--- src/rtl/dlychip_pkg.sv ---
package dlychip_pkg;

  typedef enum logic [3:0] {
    ST_IDLE,
    ST_PRE_WAIT,
    ST_PULSE,
    ST_POST_WAIT,
    ST_SEND,
    ST_RESP,
    ST_DONE,
    ST_NACK,
    ST_FAULT
  } seq_state_e;

  typedef enum logic [1:0] {
    BY_ADDR,
    BY_INDEX,
    BY_DELAY
  } byte_sel_e;

endpackage

--- src/rtl/dly_wait_timer.sv ---
module dly_wait_timer #(
  parameter int CNT_W = 26
) (
  input  logic             clk,
  input  logic             rst_n,
  input  logic             run,
  input  logic [CNT_W-1:0] limit,
  output logic             expired
);

  logic [CNT_W-1:0] cnt_q, cnt_d;

  assign expired = run && (cnt_q == limit - CNT_W'(1));

  always_comb begin
    cnt_d = cnt_q;
    if (run && !expired) cnt_d = cnt_q + CNT_W'(1);
    else                 cnt_d = '0;
  end

  always_ff @(posedge clk or negedge rst_n) begin
    if (!rst_n) cnt_q <= '0;
    else        cnt_q <= cnt_d;
  end

endmodule

--- src/rtl/dly_clk_watch.sv ---
module dly_clk_watch #(
  parameter int TO_W        = 16,
  parameter int SYNC_STAGES = 2
) (
  input  logic            clk,
  input  logic            rst_n,
  input  logic            clk_present,
  input  logic [TO_W-1:0] timeout,
  output logic            fault
);

  logic [SYNC_STAGES:0] chain_q;
  logic [TO_W-1:0]      idle_q, idle_d;
  logic                 fault_q, fault_d;
  logic                 toggle;

  assign toggle = chain_q[SYNC_STAGES] ^ chain_q[SYNC_STAGES-1];

  always_comb begin
    idle_d  = idle_q;
    fault_d = fault_q | (idle_q >= timeout);
    if (toggle)         idle_d = '0;
    else if (!(&idle_q)) idle_d = idle_q + TO_W'(1);
  end

  always_ff @(posedge clk or negedge rst_n) begin
    if (!rst_n) begin
      chain_q <= '0;
      idle_q  <= '0;
      fault_q <= 1'b0;
    end else begin
      chain_q <= {chain_q[SYNC_STAGES-1:0], clk_present};
      idle_q  <= idle_d;
      fault_q <= fault_d;
    end
  end

  assign fault = fault_q;

  assert_fault_sticky_R9: assert property (@(posedge clk) disable iff (!rst_n)
    fault_q |=> fault_q);

endmodule

--- src/rtl/dly_shadow_bank.sv ---
module dly_shadow_bank #(
  parameter int N_CH = 4,
  parameter int DW   = 8,
  localparam int CH_W = $clog2(N_CH)
) (
  input  logic                     clk,
  input  logic                     rst_n,
  input  logic                     cfg_we,
  input  logic [CH_W-1:0]          cfg_ch,
  input  logic [DW-1:0]            cfg_wdata,
  input  logic                     commit,
  input  logic [CH_W-1:0]          commit_ch,
  input  logic [DW-1:0]            commit_data,
  input  logic [CH_W-1:0]          rd_ch,
  output logic [DW-1:0]            rd_data,
  output logic [N_CH-1:0][DW-1:0]  stage
);

  logic [N_CH-1:0][DW-1:0] shadow;

  for (genvar g = 0; g < N_CH; g++) begin : g_ch
    logic [DW-1:0] stg_q, shd_q;
    logic          stg_en, shd_en;

    assign stg_en = cfg_we && (cfg_ch == CH_W'(g));
    assign shd_en = commit && (commit_ch == CH_W'(g));

    always_ff @(posedge clk or negedge rst_n) begin
      if (!rst_n) begin
        stg_q <= '0;
        shd_q <= '0;
      end else begin
        if (stg_en) stg_q <= cfg_wdata;
        if (shd_en) shd_q <= commit_data;
      end
    end

    assign stage[g]  = stg_q;
    assign shadow[g] = shd_q;
  end

  assign rd_data = shadow[rd_ch];

endmodule

--- src/rtl/dly_seq_fsm.sv ---
module dly_seq_fsm
  import dlychip_pkg::*;
#(
  parameter int           N_CH     = 4,
  parameter int           DW       = 8,
  parameter int           CNT_W    = 26,
  parameter int           WAIT_CYC = 50_000_000,
  parameter int           RST_CYC  = 16,
  parameter logic [6:0]   DEV_ADDR = 7'h2A,
  localparam int          CH_W     = $clog2(N_CH)
) (
  input  logic                    clk,
  input  logic                    rst_n,
  input  logic                    start,
  input  logic                    fault,
  input  logic                    expired,
  output logic                    run,
  output logic [CNT_W-1:0]        limit,
  input  logic                    cmd_ready,
  input  logic                    resp_valid,
  input  logic                    resp_ack,
  input  logic [N_CH-1:0][DW-1:0] stage,
  output logic                    cmd_valid,
  output logic [DW-1:0]           cmd_byte,
  output logic                    cmd_first,
  output logic                    cmd_last,
  output logic                    commit,
  output logic [CH_W-1:0]         commit_ch,
  output logic [DW-1:0]           commit_data,
  output logic                    chip_reset,
  output logic                    busy,
  output logic                    done,
  output logic                    nack_err,
  output logic                    req_refused
);

  localparam logic [DW-1:0]   ADDR_BYTE = DW'({DEV_ADDR, 1'b0});
  localparam logic [CH_W-1:0] LAST_CH   = CH_W'(N_CH - 1);

  seq_state_e      st_q, st_d;
  byte_sel_e       sel_q, sel_d;
  logic [CH_W-1:0] ch_q, ch_d;
  logic [DW-1:0]   byte_q, byte_d;
  logic            ref_q, ref_d;

  always_comb begin
    st_d   = st_q;
    sel_d  = sel_q;
    ch_d   = ch_q;
    byte_d = byte_q;
    commit = 1'b0;
    ref_d  = start && ((st_q != ST_IDLE) || fault);
    if (fault && (st_q != ST_FAULT)) begin
      st_d = ST_FAULT;
    end else begin
      unique case (st_q)
        ST_IDLE:      if (start)   st_d = ST_PRE_WAIT;
        ST_PRE_WAIT:  if (expired) st_d = ST_PULSE;
        ST_PULSE:     if (expired) st_d = ST_POST_WAIT;
        ST_POST_WAIT: if (expired) begin
          st_d   = ST_SEND;
          ch_d   = '0;
          sel_d  = BY_ADDR;
          byte_d = ADDR_BYTE;
        end
        ST_SEND:      if (cmd_ready) st_d = ST_RESP;
        ST_RESP:      if (resp_valid) begin
          if (!resp_ack) begin
            st_d = ST_NACK;
          end else begin
            unique case (sel_q)
              BY_ADDR: begin
                sel_d  = BY_INDEX;
                byte_d = DW'(ch_q);
                st_d   = ST_SEND;
              end
              BY_INDEX: begin
                sel_d  = BY_DELAY;
                byte_d = stage[ch_q];
                st_d   = ST_SEND;
              end
              default: begin
                commit = 1'b1;
                if (ch_q == LAST_CH) begin
                  st_d = ST_DONE;
                end else begin
                  ch_d   = ch_q + CH_W'(1);
                  sel_d  = BY_ADDR;
                  byte_d = ADDR_BYTE;
                  st_d   = ST_SEND;
                end
              end
            endcase
          end
        end
        default: ;
      endcase
    end
  end

  always_ff @(posedge clk or negedge rst_n) begin
    if (!rst_n) begin
      st_q   <= ST_IDLE;
      sel_q  <= BY_ADDR;
      ch_q   <= '0;
      byte_q <= '0;
      ref_q  <= 1'b0;
    end else begin
      st_q   <= st_d;
      sel_q  <= sel_d;
      ch_q   <= ch_d;
      byte_q <= byte_d;
      ref_q  <= ref_d;
    end
  end

  assign run         = (st_q == ST_PRE_WAIT) || (st_q == ST_PULSE) || (st_q == ST_POST_WAIT);
  assign limit       = (st_q == ST_PULSE) ? CNT_W'(RST_CYC) : CNT_W'(WAIT_CYC);
  assign cmd_valid   = (st_q == ST_SEND);
  assign cmd_byte    = byte_q;
  assign cmd_first   = (sel_q == BY_ADDR);
  assign cmd_last    = (sel_q == BY_DELAY);
  assign commit_ch   = ch_q;
  assign commit_data = byte_q;
  assign chip_reset  = (st_q == ST_PULSE);
  assign busy        = run || (st_q == ST_SEND) || (st_q == ST_RESP);
  assign done        = (st_q == ST_DONE);
  assign nack_err    = (st_q == ST_NACK);
  assign req_refused = ref_q;

  assert_cmd_hold_R4: assert property (@(posedge clk) disable iff (!rst_n)
    (cmd_valid && !cmd_ready && !fault) |=> (cmd_valid && $stable(cmd_byte) && $stable(cmd_last)));

  assert_done_after_ack_R6: assert property (@(posedge clk) disable iff (!rst_n)
    $rose(done) |-> $past(resp_valid && resp_ack));

  assert_nack_cause_R5: assert property (@(posedge clk) disable iff (!rst_n)
    $rose(nack_err) |-> $past(resp_valid && !resp_ack));

  assert_fault_quiet_R9: assert property (@(posedge clk) disable iff (!rst_n)
    (fault && $past(fault)) |-> (!cmd_valid && !chip_reset && !busy));

  assert_pulse_after_wait_R1: assert property (@(posedge clk) disable iff (!rst_n)
    $rose(chip_reset) |-> $past(expired));

endmodule

--- src/rtl/dlychip_bringup.sv ---
module dlychip_bringup #(
  parameter int         N_CH        = 4,
  parameter int         DW          = 8,
  parameter logic [6:0] DEV_ADDR    = 7'h2A,
  parameter int         WAIT_CYC    = 50_000_000,
  parameter int         RST_CYC     = 16,
  parameter int         TO_W        = 16,
  parameter int         SYNC_STAGES = 2
) (
  input  logic                    clk,
  input  logic                    rst_n,
  input  logic                    start,
  input  logic                    cfg_we,
  input  logic [$clog2(N_CH)-1:0] cfg_ch,
  input  logic [DW-1:0]           cfg_wdata,
  input  logic [$clog2(N_CH)-1:0] rd_ch,
  output logic [DW-1:0]           rd_data,
  output logic                    cmd_valid,
  input  logic                    cmd_ready,
  output logic [DW-1:0]           cmd_byte,
  output logic                    cmd_first,
  output logic                    cmd_last,
  input  logic                    resp_valid,
  input  logic                    resp_ack,
  output logic                    chip_reset,
  input  logic                    clk_present,
  input  logic [TO_W-1:0]         cfg_timeout,
  output logic                    busy,
  output logic                    done,
  output logic                    nack_err,
  output logic                    clk_fault,
  output logic                    req_refused
);

  localparam int CH_W  = $clog2(N_CH);
  localparam int CNT_W = $clog2(WAIT_CYC + 1);

  logic [1:0]              rs_q;
  logic                    rst_i;
  logic                    run, expired, fault, commit;
  logic [CNT_W-1:0]        limit;
  logic [CH_W-1:0]         commit_ch;
  logic [DW-1:0]           commit_data;
  logic [N_CH-1:0][DW-1:0] stage;
  logic                    rst_seen_q;

  always_ff @(posedge clk or negedge rst_n) begin
    if (!rst_n) rs_q <= 2'b00;
    else        rs_q <= {rs_q[0], 1'b1};
  end
  assign rst_i = rs_q[1];

  dly_wait_timer #(.CNT_W(CNT_W)) u_timer (
    .clk(clk), .rst_n(rst_i), .run(run), .limit(limit), .expired(expired)
  );

  dly_clk_watch #(.TO_W(TO_W), .SYNC_STAGES(SYNC_STAGES)) u_watch (
    .clk(clk), .rst_n(rst_i), .clk_present(clk_present),
    .timeout(cfg_timeout), .fault(fault)
  );

  dly_shadow_bank #(.N_CH(N_CH), .DW(DW)) u_bank (
    .clk(clk), .rst_n(rst_i),
    .cfg_we(cfg_we), .cfg_ch(cfg_ch), .cfg_wdata(cfg_wdata),
    .commit(commit), .commit_ch(commit_ch), .commit_data(commit_data),
    .rd_ch(rd_ch), .rd_data(rd_data), .stage(stage)
  );

  dly_seq_fsm #(
    .N_CH(N_CH), .DW(DW), .CNT_W(CNT_W), .WAIT_CYC(WAIT_CYC),
    .RST_CYC(RST_CYC), .DEV_ADDR(DEV_ADDR)
  ) u_fsm (
    .clk(clk), .rst_n(rst_i), .start(start), .fault(fault),
    .expired(expired), .run(run), .limit(limit),
    .cmd_ready(cmd_ready), .resp_valid(resp_valid), .resp_ack(resp_ack),
    .stage(stage), .cmd_valid(cmd_valid), .cmd_byte(cmd_byte),
    .cmd_first(cmd_first), .cmd_last(cmd_last),
    .commit(commit), .commit_ch(commit_ch), .commit_data(commit_data),
    .chip_reset(chip_reset), .busy(busy), .done(done),
    .nack_err(nack_err), .req_refused(req_refused)
  );

  assign clk_fault = fault;

  always_ff @(posedge clk or negedge rst_i) begin
    if (!rst_i)          rst_seen_q <= 1'b0;
    else if (chip_reset) rst_seen_q <= 1'b1;
  end

  assert_single_pulse_R2: assert property (@(posedge clk) disable iff (!rst_i)
    $rose(chip_reset) |-> !rst_seen_q);

endmodule

--- config.mk ---
export PLATFORM = sky130hd
export DESIGN_NAME = dlychip_bringup
export DESIGN_NICKNAME = d
export VERILOG_FILES = /design/src/rtl/dlychip_pkg.sv /design/src/rtl/dly_wait_timer.sv /design/src/rtl/dly_clk_watch.sv /design/src/rtl/dly_shadow_bank.sv /design/src/rtl/dly_seq_fsm.sv /design/src/rtl/dlychip_bringup.sv
export SDC_FILE = /design/constraint.sdc
export NUM_CORES = 1
export LEC_CHECK = 0
export ABC_AREA = 0
export CELL_PAD_IN_SITES_DETAIL_PLACEMENT = 1
export CELL_PAD_IN_SITES_GLOBAL_PLACEMENT = 2
export CORE_MARGIN = 2
export CORE_UTILIZATION = 39
export CTS_CLUSTER_DIAMETER = 80
export CTS_CLUSTER_SIZE = 30
export DETAILED_ROUTE_END_ITERATION = 16
export DONT_BUFFER_PORTS = 1
export GPL_TIMING_DRIVEN = 0
export HOLD_SLACK_MARGIN = 0.15
export PLACE_DENSITY = 0.81
export SYNTH_ARGS = -nofsm -noshare
export SYNTH_HDL_FRONTEND = slang
export SYNTH_SLANG_ARGS = --single-unit
--- constraint.sdc ---
create_clock -name clk -period 3.8 [get_ports clk]
set_input_delay 0.57 -clock clk [delete_from_list [all_inputs] [get_ports clk]]
set_output_delay 0.57 -clock clk [all_outputs]
set_load 0.1 [all_outputs]
======== Yosys cells after proc, flatten, opt, wreduce, memory -nomap -nowiden ========
Index checks and enable logic that the tools add are counted.
storage, ports and cells
  input port bits ......................... 36
  word-level logic and storage cells ...... 129
  register bits after elaboration ......... 129
operators by class
  add/sub/neg operators ................... 4
  reductions and logical operators ........ 30
  mux-type cells .......................... 41
  eq/ne operators ......................... 30
  bitwise gates (word level) .............. 3
  magnitude comparators ................... 3
operators with widths
  operator                                                                number
  26-bit 2-to-1 mux                                                       2
  8-bit 2-to-1 mux                                                        6
  4-bit 2-to-1 mux                                                        9
  8-bit binary-select mux with 2-bit select                               2
  16-bit 2-to-1 mux                                                       2
  8-bit one-hot mux with 2 select lines                                   2
  26-bit by 1-bit adder with 26-bit output (second input constant)        1
  26-bit equality test                                                    1
  26-bit by 1-bit subtractor with 26-bit output (second input constant)   1
  4-bit one-hot mux with 6 select lines                                   1
  2-bit 2-to-1 mux                                                        9
  16-bit by 1-bit adder with 16-bit output (second input constant)        1
  4-bit by 3-bit equality test with 1-bit output (second input constant)  4
  16-bit >= comparator                                                    1
  16-bit AND reduction                                                    1
  7-bit AND reduction                                                     2
  1-bit logical AND                                                       12
  3-bit by 2-bit != test with 1-bit output (second input constant)        4
  2-bit one-hot mux with 2 select lines                                   3
  2-bit equality test (second input constant)                             5
  2-bit != test (second input constant)                                   5
  4-bit by 2-bit equality test with 1-bit output (second input constant)  2
  4-bit != test (second input constant)                                   2
  7-bit nonzero test                                                      1
  other kinds (18)                                                        32

======== Depth between registers and ports, before layout ========
  depth in word-level cells ............... 8
  depth in mapped cells ................... 8

======== By module ========
From an unflattened synthesis, not the netlist that was laid out.
unflattened totals
  cells, all modules ...................... 727
  area total of the unflattened synthesis .. 7918.8 µm²
by module, submodules not included
  module           area each (µm²)  instances  cells each
  dly_shadow_bank  2613.8           1          146
  dly_wait_timer   2367.3           1          272
  dly_seq_fsm      1511.4           1          160
  dly_clk_watch    1372.6           1          146
  dlychip_bringup  53.8             1          3

======== Worst setup path after synthesis ========
OpenSTA, ideal clock, no wires.
  kind .................................... reg2out
  start ................................... reg u_fsm.st_q[0]
  end ..................................... out busy
  cell stages (with the launch flop) ...... 4
  data arrival time ....................... 3.074 ns
  path buffers ............................ 1
  setup slack ............................. 0.156 ns
  data required time ...................... 3.230 ns
  cell sequence ........................... dfrtp_1 clkbuf_1 nor3_1 a211oi_1
on the way
  cells in the longest elaborated chain, start to end .. 5
  elaborated cells between the ends (all ways) .. 9
  classes of those cells .................. 5 x eq/ne; 4 x reduce/logical
RTL lines
  item                                                                                                                     RTL line               RTL
  start, declared                                                                                                          dly_seq_fsm.sv:40      seq_state_e st_q, st_d;
  start signal, assigned                                                                                                   dly_seq_fsm.sv:109     st_q <= st_d;
  4-bit by 1-bit equality test with 1-bit output / 4-bit by 2-bit equality test with 1-bit output (equally long branches)  dly_seq_fsm.sv:117     assign run = (st_q == ST_PRE_WAIT) || (st_q == ST_PULSE) || (st_q == ST_POST_WAIT);
  1-bit logical OR (2 in a row)                                                                                            dly_seq_fsm.sv:117
  1-bit logical OR                                                                                                         dly_seq_fsm.sv:126     assign busy = run || (st_q == ST_SEND) || (st_q == ST_RESP);
  1-bit logical OR *                                                                                                       dly_seq_fsm.sv:126
  end, declared                                                                                                            dlychip_bringup.sv:28  output logic busy,
Mark *: on every way between the ends. The rest lies on a longest branch, timed or not.

======== Worst setup path after layout ========
Ends and elaborated chain as after synthesis.

==> key figures <==
Pwr
  • Worst VDD drop: 0.317 mV
  • Pwr Density: around 640 nW/µm²
  • P_leak: ~3.3 nW

Worst hold path
  • HP Start: clk_present
  • Worst Hold Class: in -> reg

Synthesis
  • Mux contribution to synthesized area: 19.5%
  • Largest family of logic cells by synthesized area: multiplexers
  • Simple-gate portion of the synthesized area: 14.0%
  • Post-Syn Instances: 548
  • Top post-synthesis cells by area: dfrtp_1 (50%), mux2_2 (12%), mux4_2 (5.3%), ha_1 (4.3%), nor2_1 (3.8%)
  • Synth Flop Type: dfrtp_1
  • Post-synthesis xor/xnor area fraction: 5.18%
  • Syn Area/Cell: 11.7 µm²
  • Async SR Flop Fraction: 100%
  • Synth warn: 0
  • FF+latch count, synth: 129
  • Seq/Total Area, Yosys: 50.2%
  • Post-synth EDFFs: 0
  • Synth Net Count: 606
  • Mapped cell area: 6430 µm²
  • Synth Area in Adders: between 4 and 5%
  • Count of different cell masters after synthesis: 54
  • Compound-Gate Fraction of Synth Area: 4.01%
  • Synth area leader: dfrtp_1
  • Synth top area share: 50.2%

Layout
  • P&R area growth vs syn: 16.1%
  • Share of cells above drive strength 1: between 20% and 30%
  • Util after Layout: 46.7%
  • Nets@finish: 632
  • Antenna Cells: 0
  • Fillcell total: 1,731
  • Post-route cell area: 7460 µm²

Setup path
  • Origin of the critical flop-to-flop path: u_timer.cnt_q[0]
  • Arrival @ worst endpoint: 2.45 ns
  • Worst path bufs/invs: 1
  • Crit start category: register
  • Crit path kind: reg -> out
  • CP top delay family: compound AO/OA/AOI/OAI gates
  • CP max FO: 10
  • Worst Setup SP: u_fsm.st_q[0]
  • Worst setup EP type: output port
  • Crit path largest cell delay: 0.92 ns
  • Worst R2R Setup Slack: 1.02 ns
  • Cell Chain, Critical Path: clkbuf_1 -> nor3_1 -> a211oi_4
  • Crit-path slowest cell: a211oi_4
  • Worst EP required: 3.23 ns

Floorplanning
  • Die H: 132 µm
  • Initial Util: 40.2%
  • Standard-cell rows: 46
  • Chip Width: around 130 µm
  • Placeable Area: around 16,000 µm²
  • Die area: 17,500 µm²
  • IO Count: 61

Detailed routing
  • 1st-iter DRT viols: 125
  • DRC violations left: 0
  • Final wirelength: 14,600 µm
  • Router iterations before antenna repair: 4
  • Vias per std cell: 5.31
  • Post-route ant nets: 0
  • Via count: 4,260
  • WL per Instance: 18.2 µm

Timing
  • F_max: 331 MHz
  • Minimum clock period: 3.02 ns
  • Setup tns final: 0 ns
  • Worst hold slack: 0.180 ns
  • Final worst path period share: between 70 and 80%
  • Slew HR: 27.0%
  • Final setup fails: 0
  • Worst-Margin Slew: 1.09 ns
  • Skew final: 0.00828 ns
  • Final Hold Fails: 0
  • Fin. max-slew vios: 0
  • RSZ-0062 raised after global routing: false

Clocking
  • Reg clk slew, reported paths: 0.06 ns
  • CTS tree: done
  • Htree depth: 4
  • Clk_lat worst skew: 0.42 ns
  • Num CTS Buffers: 17
  • Root Driver: clkbuf_16
  • CTS sink count: 129
  • CTS max path bufs: 2
  • Cells resized by post-CTS repair: 0

Global route
  • Number of global-route vias before repair: roughly 4,700
  • Initial antenna violation count: 0
  • Global-route wire length before repair: 24,400 µm
  • Overflow after GRT: 0
  • Total global-route track usage: 17.7%
  • Largest net degree at the start of global routing: about 70

Outcome
  • Outcome: completed

Job
  • Max Cap Violations: 0

Placed design
  • Routability cong.: between 0.7 and 0.8
  • Post-DP HPWL: 10,500 µm
  • IO buf count: 0
  • DP Area: 6840 µm²
## what timing repair did
item / 4_1_cts / 5_1_grt
hold buffers: 1 / 0
hold endpoints to repair: 2 / 0
setup buffers: 0 / 0
## worst paths after layout
kind	end	cells after the start
max in group asynchronous	u_timer.cnt_q[2]	1
min in group asynchronous	rs_q[1]	1
max	busy	3
min	u_watch.chain_q[0]	0
max reg2reg	u_fsm.cmd_byte[5]	8
min reg2reg	u_watch.chain_q[1]	0
## final cells by class
| class | count | area, µm² | area share (%) |
|---|---|---|---|
| repair buffers | 7 | 105 | 1.41 |
| well taps | 216 | 270 | 3.62 |
| multi-input cells | 375 | 3060 | 41.0 |
| flip-flops and latches | 129 | 3230 | 43.3 |
| plain buffers | 14 | 66.3 | 0.888 |
| clock buffers | 18 | 439 | 5.88 |
| clock inverters | 14 | 178 | 2.38 |
| inverters | 30 | 113 | 1.51 |
## worst reg2reg max path, stage by stage (launching register included)
cell	delay [ns]
dfrtp_1	0.39
ha_1	0.22
nand3_1	0.19
or4b_1	0.58
nor4_2	0.21
a21boi_1	0.14
nor3_1	0.32
buf_4	0.27
mux2_1	0.34
## power breakdown
part           switching, W  internal (W)
logic              0.000673      0.000396
clock network      0.000635       0.00106
registers          0.000484       0.00156
total               0.00179       0.00302
## cells by family (layout without fill, tap and decap cells)
group / count (synthesis) / count (layout)
XOR/XNOR: 38 / 38
buffers and inverters: 44 / 83
flip-flops: 129 / 129
other: 1 / 1
adder cells (fa/ha/maj): 22 / 22
AND/OR/NAND/NOR: 181 / 181
multiplexers: 97 / 97
AO/OA/AOI/OAI: 36 / 36
## layer usage
metal / vias up / wire [µm] / track usage (%)
met1: 2178 / 6430 / 21.1
met5: - / 0 / 0
met2: 56 / 7460 / 31.0
met3: 20 / 450 / 4.15
li1: 2006 / - / -
met4: 0 / 295 / 6.51
## cell usage after synthesis (all sizes together), types with 2 or more instances
master / number
a211oi: 2
a21oi: 12
a31oi: 3
a41oi: 2
and3: 7
and4: 3
buf: 6
clkbuf: 8
dfrtp: 129
ha: 22
inv: 30
mux2: 73
mux2i: 9
mux4: 15
nand2: 33
nand2b: 3
nand3: 18
nand3b: 2
nand4: 12
nor2: 65
nor2b: 5
nor3: 12
nor3b: 2
nor4: 9
o2111ai: 3
o21ai: 4
or3: 2
or4: 3
xnor2: 16
xor2: 22
## sequential cells by signal, summed over array words and instances (netlist names)
signal             flops
u_watch.chain_q        3
u_fsm.cmd_byte         8
u_fsm.req_refused      1
u_bank.g_ch.stg_q     32
u_fsm.st_q             4
rs_q                   2
u_watch.idle_q        16
u_fsm.sel_q            2
u_timer.cnt_q         26
u_fsm.commit_ch        2
u_watch.fault          1
u_bank.g_ch.shd_q     32
## through the flow
step | setup WS (ns) | total power, W | std cells
global route | 0.680 | 0.00502 | 803
detailed placement | 1.01 | 0.00315 | 770
global placement | -0.0768 | 0.00304 | 764
CTS | 0.760 | 0.00487 | 803
finish | 0.779 | 0.00481 | 803
floorplan | 0.156 | 0.00288 | 548
## cell usage in the layout, fill, tap and decap left out, types with 9 or more instances in the layout
cell type / count
a21oi_1: 12
clkbuf_16: 17
dfrtp_1: 128
ha_1: 22
inv_1: 30
mux2_2: 66
mux2i_1: 9
mux4_2: 15
nand2_1: 33
nand3_1: 18
nand4_1: 12
nor2_1: 62
nor3_1: 11
xnor2_1: 16
xor2_1: 22
Note: power is estimated with default switching activity, not from simulation.
